**src/rtl/smb_pkg.sv**
```systemverilog
package smb_pkg;

    localparam int BYTE_W = 8;
    localparam logic [BYTE_W-1:0] FILL_BYTE = 8'hFF;
    localparam logic [BYTE_W-1:0] CRC_POLY  = 8'h07;

    typedef enum logic [2:0] {
        PH_IDLE,
        PH_ADDR,
        PH_WRITE,
        PH_READ,
        PH_SKIP
    } phase_t;

    typedef struct packed {
        logic [BYTE_W-1:0] data;
        logic              have_data;
        logic              pec_bad;
    } wr_ctx_t;

    function automatic logic [BYTE_W-1:0] crc8_step(input logic [BYTE_W-1:0] crc,
                                                    input logic [BYTE_W-1:0] din);
        logic [BYTE_W-1:0] c;
        logic              fb;
        c = crc;
        for (int i = BYTE_W - 1; i >= 0; i--) begin
            fb = c[BYTE_W-1] ^ din[i];
            c  = {c[BYTE_W-2:0], 1'b0} ^ (fb ? CRC_POLY : '0);
        end
        return c;
    endfunction

endpackage

```
**src/rtl/smb_line_sync.sv**
```systemverilog
module smb_line_sync #(
    parameter int STAGES = 2
) (
    input  logic clk,
    input  logic rst,
    input  logic din,
    output logic level,
    output logic rise,
    output logic fall
);
    logic [STAGES-1:0] pipe;
    logic              prev;

    always_ff @(posedge clk) begin
        if (rst) begin
            pipe <= '1;
            prev <= 1'b1;
        end else begin
            pipe <= {pipe[STAGES-2:0], din};
            prev <= pipe[STAGES-1];
        end
    end

    assign level = pipe[STAGES-1];
    assign rise  = level & ~prev;
    assign fall  = ~level & prev;
endmodule

```
**src/rtl/smb_idle_timer.sv**
```systemverilog
module smb_idle_timer #(
    parameter int unsigned LIMIT = 2500000
) (
    input  logic clk,
    input  logic rst,
    input  logic run,
    input  logic kick,
    output logic expire
);
    localparam int CW = $clog2(LIMIT + 1);
    localparam logic [CW-1:0] LAST = CW'(LIMIT - 1);

    logic [CW-1:0] cnt;

    always_ff @(posedge clk) begin
        if (rst || !run || kick) begin
            cnt <= '0;
        end else if (cnt == LAST) begin
            cnt <= '0;
        end else begin
            cnt <= cnt + 1'b1;
        end
    end

    assign expire = run & ~kick & (cnt == LAST);

    // the idle count never passes the limit
    assert_cnt_bound_R8: assert property (@(posedge clk) disable iff (rst)
        cnt < CW'(LIMIT));

    // a stopped or kicked timer restarts from zero
    assert_cnt_restart_R8: assert property (@(posedge clk) disable iff (rst)
        (!run || kick) |=> cnt == '0);
endmodule

```
**src/rtl/smb_target.sv**
```systemverilog
module smb_target
    import smb_pkg::*;
#(
    parameter logic [6:0]  DEV_ADDR    = 7'h4C,
    parameter logic [6:0]  ARA_ADDR    = 7'h0C,
    parameter int unsigned TMO_CYCLES  = 2500000,
    parameter int          SYNC_STAGES = 2
) (
    input  logic              clk,
    input  logic              rst,
    input  logic              scl_i,
    input  logic              sda_i,
    output logic              sda_oe,
    input  logic              alert_i,
    input  logic              tmo_off,
    output logic [BYTE_W-1:0] reg_addr,
    output logic [BYTE_W-1:0] reg_wdata,
    output logic              reg_we,
    input  logic [BYTE_W-1:0] reg_rdata
);
    localparam int LINES = 2;
    localparam int L_SDA = 0;
    localparam int L_SCL = 1;
    localparam logic [3:0] ACK_SLOT = 4'd8;
    localparam logic [BYTE_W-1:0] OWN_BYTE = {DEV_ADDR, 1'b0};

    logic [LINES-1:0] raw, lvl, rse, fll;
    assign raw = {scl_i, sda_i};

    for (genvar g = 0; g < LINES; g++) begin : g_line
        smb_line_sync #(.STAGES(SYNC_STAGES)) u_sync (
            .clk  (clk),
            .rst  (rst),
            .din  (raw[g]),
            .level(lvl[g]),
            .rise (rse[g]),
            .fall (fll[g])
        );
    end

    logic scl_h, sda_h, start_c, stop_c;
    assign scl_h   = lvl[L_SCL];
    assign sda_h   = lvl[L_SDA];
    assign start_c = fll[L_SDA] & scl_h;
    assign stop_c  = rse[L_SDA] & scl_h;

    phase_t            phase;
    logic [3:0]        bitcnt;
    logic [6:0]        shreg;
    logic [BYTE_W-1:0] tx;
    logic [2:0]        bidx;
    logic [BYTE_W-1:0] crc;
    logic [BYTE_W-1:0] ptr;
    wr_ctx_t           wctx;
    logic              ack_pend;
    logic              sda_oe_q;
    logic              we_q;
    logic [BYTE_W-1:0] wdata_q;
    logic              tmo_hit;

    logic [BYTE_W-1:0] byte_in;
    logic [2:0]        bsel;
    logic              commit;
    assign byte_in = {shreg, sda_h};
    assign bsel    = 3'd7 - bitcnt[2:0];
    assign commit  = (phase == PH_WRITE) && wctx.have_data && !wctx.pec_bad;

    smb_idle_timer #(.LIMIT(TMO_CYCLES)) u_timer (
        .clk   (clk),
        .rst   (rst),
        .run   ((phase != PH_IDLE) && !tmo_off),
        .kick  (rse[L_SCL] | fll[L_SCL]),
        .expire(tmo_hit)
    );

    always_ff @(posedge clk) begin
        if (rst) begin
            phase    <= PH_IDLE;
            bitcnt   <= '0;
            shreg    <= '0;
            tx       <= '0;
            bidx     <= '0;
            crc      <= '0;
            ptr      <= '0;
            wctx     <= '0;
            ack_pend <= 1'b0;
            sda_oe_q <= 1'b0;
            we_q     <= 1'b0;
            wdata_q  <= '0;
        end else begin
            we_q <= 1'b0;
            if (tmo_hit) begin
                phase    <= PH_IDLE;
                sda_oe_q <= 1'b0;
            end else if (start_c) begin
                if (commit) begin
                    we_q    <= 1'b1;
                    wdata_q <= wctx.data;
                end
                phase    <= PH_ADDR;
                bitcnt   <= '0;
                bidx     <= '0;
                crc      <= '0;
                ack_pend <= 1'b0;
                sda_oe_q <= 1'b0;
                wctx     <= '0;
            end else if (stop_c) begin
                if (commit) begin
                    we_q    <= 1'b1;
                    wdata_q <= wctx.data;
                end
                phase    <= PH_IDLE;
                sda_oe_q <= 1'b0;
            end else if (phase != PH_IDLE) begin
                if (rse[L_SCL]) begin
                    if (bitcnt != ACK_SLOT) begin
                        shreg  <= byte_in[6:0];
                        bitcnt <= bitcnt + 4'd1;
                        if (bitcnt == 4'd7) begin
                            if (bidx != 3'd7) bidx <= bidx + 3'd1;
                            crc      <= crc8_step(crc, byte_in);
                            ack_pend <= 1'b0;
                            case (phase)
                                PH_ADDR: begin
                                    if (byte_in[7:1] == DEV_ADDR) begin
                                        ack_pend <= 1'b1;
                                        if (byte_in[0]) begin
                                            phase <= PH_READ;
                                            tx    <= reg_rdata;
                                            crc   <= crc8_step(crc8_step(crc, byte_in), reg_rdata);
                                        end else begin
                                            phase <= PH_WRITE;
                                        end
                                    end else if (byte_in == {ARA_ADDR, 1'b1} && alert_i) begin
                                        ack_pend <= 1'b1;
                                        phase    <= PH_READ;
                                        tx       <= OWN_BYTE;
                                        crc      <= crc8_step(crc8_step(crc, byte_in), OWN_BYTE);
                                    end else begin
                                        phase <= PH_SKIP;
                                    end
                                end
                                PH_WRITE: begin
                                    case (bidx)
                                        3'd1: begin
                                            ptr      <= byte_in;
                                            ack_pend <= 1'b1;
                                        end
                                        3'd2: begin
                                            wctx.data      <= byte_in;
                                            wctx.have_data <= 1'b1;
                                            ack_pend       <= 1'b1;
                                        end
                                        3'd3: begin
                                            if (byte_in == crc) ack_pend <= 1'b1;
                                            else wctx.pec_bad <= 1'b1;
                                        end
                                        default: ack_pend <= 1'b0;
                                    endcase
                                end
                                PH_READ: crc <= crc;
                                default: ack_pend <= 1'b0;
                            endcase
                        end
                    end else begin
                        bitcnt <= '0;
                        if (phase == PH_READ && bidx >= 3'd2) begin
                            if (sda_h) phase <= PH_SKIP;
                            else tx <= (bidx == 3'd2) ? crc : FILL_BYTE;
                        end
                    end
                end else if (fll[L_SCL]) begin
                    if (bitcnt == ACK_SLOT) sda_oe_q <= ack_pend;
                    else if (phase == PH_READ) sda_oe_q <= ~tx[bsel];
                    else sda_oe_q <= 1'b0;
                end
            end
        end
    end

    assign sda_oe    = sda_oe_q;
    assign reg_addr  = ptr;
    assign reg_wdata = wdata_q;
    assign reg_we    = we_q;

    // SDA is only ever pulled low while the sampled clock is low
    assert_drive_scl_low_R4: assert property (@(posedge clk) disable iff (rst)
        $rose(sda_oe_q) |-> !scl_h);

    // no drive while idle or skipping to the next START
    assert_quiet_R5: assert property (@(posedge clk) disable iff (rst)
        (phase == PH_IDLE || phase == PH_SKIP) |-> !sda_oe_q);

    // the register write strobe lasts exactly one cycle
    assert_we_pulse_R3: assert property (@(posedge clk) disable iff (rst)
        reg_we |=> !reg_we);

    // a register write only ever follows a write transfer
    assert_we_from_write_R7: assert property (@(posedge clk) disable iff (rst)
        reg_we |-> $past(phase) == PH_WRITE);

    // watchdog expiry frees the bus and closes the transfer
    assert_tmo_release_R8: assert property (@(posedge clk) disable iff (rst)
        tmo_hit |=> (!sda_oe_q && phase == PH_IDLE));

    // a START always lands in address reception
    assert_start_addr_R10: assert property (@(posedge clk) disable iff (rst)
        (start_c && !tmo_hit) |=> phase == PH_ADDR);
endmodule

```
**config.mk**
```make
export PLATFORM = sky130hd
export DESIGN_NAME = smb_target
export DESIGN_NICKNAME = d
export VERILOG_FILES = /design/src/rtl/smb_pkg.sv /design/src/rtl/smb_line_sync.sv /design/src/rtl/smb_idle_timer.sv /design/src/rtl/smb_target.sv
export SDC_FILE = /design/constraint.sdc
export NUM_CORES = 1
export LEC_CHECK = 0
export BUFFER_PORTS_ARGS = -buffer_cell sky130_fd_sc_hd__buf_2
export CAP_MARGIN = 20
export CORE_MARGIN = 2
export CORE_UTILIZATION = 44
export CTS_CLUSTER_SIZE = 28
export DETAILED_ROUTE_END_ITERATION = 10
export PLACE_DENSITY = 0.69
export SYNTH_ARGS = -nofsm -noshare
export SYNTH_HDL_FRONTEND = slang
export SYNTH_SLANG_ARGS = --single-unit
```
**constraint.sdc**
```tcl
create_clock -name clk -period 5.5 [get_ports clk]
set_input_delay 1.1 -clock clk [delete_from_list [all_inputs] [get_ports clk]]
set_output_delay 1.1 -clock clk [all_outputs]
set_load 0.03 [all_outputs]
```
==> impl_metrics.py <==
metrics = {
    "outcome": {
        "outcome": "complete, no violations",
    },
    "floorplanning": {
        "dieArea_mm2": 0.01234,
        "start_util_pct": 44.56,
        "die_h_um": 111.1,
        "pin_count": 32,
        "die-width_um": 111.1,
        "row_count": 39,
        "core_mm2": 0.01132,
    },
    "route": {
        "drcViolationCount": 0,
        "wirelength_um": 11440,
        "vias": 4030,
        "postRouteAntennaNets": 0,
        "avgRoutedWirePerCell_um": 15.67,
        "drt_iter0_drc": 260,
        "drt_first_pass_iters": 4,
        "routed_via_density": 5.521,
    },
    "power_and_ir_drop": {
        "power_density_mw_per_mm2": 260.7,
        "vdd_drop_max_v": 0.0002257,
        "p_leak_nw": 2.100,
    },
    "cts": {
        "post-cts-setup-buffer-count": 0,
        "post_cts_resized": 0,
        "cts_buffers": 9,
        "cts_buffer_depth": 2,
        "cts.sinks": 90,
        "clk_pin_slew_ns": 0.07,
        "clk_latency_ns": 0.34,
        "ctsHoldBuffers": 0,
        "cts_tree": "built",
        "clock-root-buffer": "clkbuf_16",
        "h-tree-depth": 3,
    },
    "cells_and_area": {
        "syn2layout_area_growth_pct": 11.58,
        "final_cells": 730,
        "antenna_cells": 0,
        "fin_util_pct": 49.72,
        "drive_gt1_share_pct": 11.58,
        "nNetsFinal": 609,
    },
    "sta": {
        "relSlewSlack_pct": 23.40,
        "finalMaxSlewViolations": 0,
        "hold_violations": 0,
        "grt_setup_unrepaired": "false",
        "fin_crit_sh_pct": 54.71,
        "min_period_ns": 3.009,
        "max_freq_ghz": 0.3323,
        "max_slew.worst_pin.slew_ns": 1.140,
        "timing.setup.tns_ns": 0,
        "setup_viol_count_final": 0,
        "fin_worst_skew_ns": 0.01264,
    },
    "synth": {
        "synth_seq_cells": 90,
        "synth_nets": 592,
        "synthFlopType": "dfxtp_1",
        "ys_warn_count": 0,
        "synth-edff-count": 0,
        "syn-mean-instance-area_um2": 8.929,
        "ys_async_sr_fraction_pct": 0,
        "syn_inst": 565,
        "synth.cell_area_mm2": 0.005045,
        "synth_cell_types": 63,
        "ys_seq_area_share_pct": 35.71,
    },
    "setup_path": {
        "path_class": "flop to flop",
        "crit_path_end_kind": "flop",
        "arrival_ns": 3.28,
        "required_ns": 5.77,
        "start_kind": "flop",
        "cp_max_fo": 17,
    },
    "grt": {
        "grtUsageTotal_pct": 18.88,
        "antenna_found_initial": 0,
        "grt_max_degree": 40,
        "grt_first_pass_wirelength_um": 19200,
        "grt_pass1_vias": 3961,
        "grt_overflow": 0,
    },
    "placed_design": {
        "routabilityCongestion": 0.9945,
        "dp_hpwl_um": 8310,
        "port-buffer-count": 31,
        "dp_cells": 714,
    },
    "hold_path": {
        "min_path_type": "flop to flop",
    },
    "flow_run": {
        "maxCapViolations": 0,
    },
}
## through the flow
stage	setup WS (ns)	instance area (µm²)	hold slack, ns	power (mW)
CTS	2.481	5629	0.4064	1.480
global placement	2.422	5275	0.3924	0.7627
floorplan	2.839	5045	0.3895	0.7417
detailed placement	2.374	5275	0.3923	0.7627
finish	2.491	5629	0.4065	1.468
global route	2.299	5629	0.4285	1.513
## state kept, by name, indices dropped and copies added (netlist names)
register	flops
reg_we	1
phase	3
sda_oe	1
reg_wdata	8
ack_pend	1
wctx	10
bidx	3
g_line.u_sync.pipe	4
reg_addr	8
u_timer.cnt	22
g_line.u_sync.prev	2
crc	8
bitcnt	4
shreg	7
tx	8
## layout by cell type (no fill, tap or decap), drive strengths merged, types with 4 or more instances in the layout
cell    Yosys  final
a22o        4      4
a211o       4      4
mux2i      31     31
nand3      17     17
nand2      43     43
dfxtp      90     90
and2        5      5
or2         6      6
nor3       20     20
nand3b      5      5
nor3b       4      4
clkbuf     17     12
a22oi       8      8
xnor2      40     40
nor2b       4      4
nor2       90     90
ha         13     13
buf        11     34
o31ai       5      5
and4        5      5
inv        14     14
a21oi      22     22
xor2       25     25
o21ai      21     21
and3       10     10
xnor3      10     10
## logic make-up (layout without fill, tap and decap cells)
group	count (synthesis)	in the layout	synth area share [%]
simple gates	221	221	20.88
flops	90	90	35.71
compound gates	88	88	11.48
xor+xnor	78	78	18.11
buf+inv	42	64	3.547
mux	33	33	7.044
fa+ha+maj	13	13	3.224
## cells in the mapped netlist (all sizes together) (2+ instances only)
cell type	instances	area, µm²
a211o	4	35.03
a21oi	22	110.1
a221oi	2	17.52
a22o	4	35.03
a22oi	8	60.06
a2bb2oi	2	17.52
a31oi	2	12.51
a32oi	2	17.52
and2	5	31.28
and3	10	62.56
and4	5	43.79
buf	11	62.56
clkbuf	17	63.81
dfxtp	90	1802
ha	13	162.7
inv	14	52.55
mux2i	31	310.3
mux4	2	45.04
nand2	43	161.4
nand3	17	85.08
nand3b	5	37.54
nand4	2	12.51
nor2	90	340.3
nor2b	4	25.02
nor3	20	105.1
nor3b	4	30.03
nor4	2	12.51
nor4b	3	26.28
o211ai	2	15.01
o21ai	21	105.1
o221ai	3	26.28
o22ai	2	12.51
o31ai	5	37.54
or2	6	37.54
xnor2	40	391.6
xnor3	10	230.2
xor2	25	219.0
xor3	3	72.57
## path summary, 6_finish.rpt
path                            start                        to  slack, ns  cells past startpoint
max                          shreg[6]                    crc[2]       2.49                      9
max reg2reg                  shreg[6]                    crc[2]       2.49                      9
min          g_line[1].u_sync.pipe[0]  g_line[1].u_sync.pipe[1]       0.41                      1
min reg2reg  g_line[1].u_sync.pipe[0]  g_line[1].u_sync.pipe[1]       0.41                      1
## area by class of cell
type / count / area, µm²
clock buffers: 12 / 256.5
clock inverters: 4 / 97.59
fillers: 1041 / 5692
inverters: 14 / 52.55
multi-input cells: 433 / 3064
flip-flops and latches: 90 / 1802
well taps: 143 / 178.9
repair buffers: 34 / 177.7
## report_power, final
part	switching, mW	leakage (nW)	internal [mW]
clock network	0.250	0.169	0.469
logic	0.0495	1.20	0.0411
registers	0.00349	0.726	0.655
## worst max-delay path: stages, from the launching register on
cell	delay, ns
dfxtp_1	0.76
xnor2_2	0.24
ha_1	0.40
xor3_2	0.35
xnor3_2	0.44
xnor2_2	0.16
xnor2_1	0.12
o221ai_1	0.17
o2111ai_1	0.14
a21oi_1	0.16
## per-layer routing
metal | up-vias | track usage, % | routed length [µm]
li1 | 1998 | - | -
met1 | 1902 | 23.97 | 4986
met2 | 109 | 30.67 | 5585
met3 | 21 | 4.866 | 642
met4 | 0 | 7.819 | 224
met5 | - | 0 | 0
No activity file was read; power rests on OpenSTA's default activity.
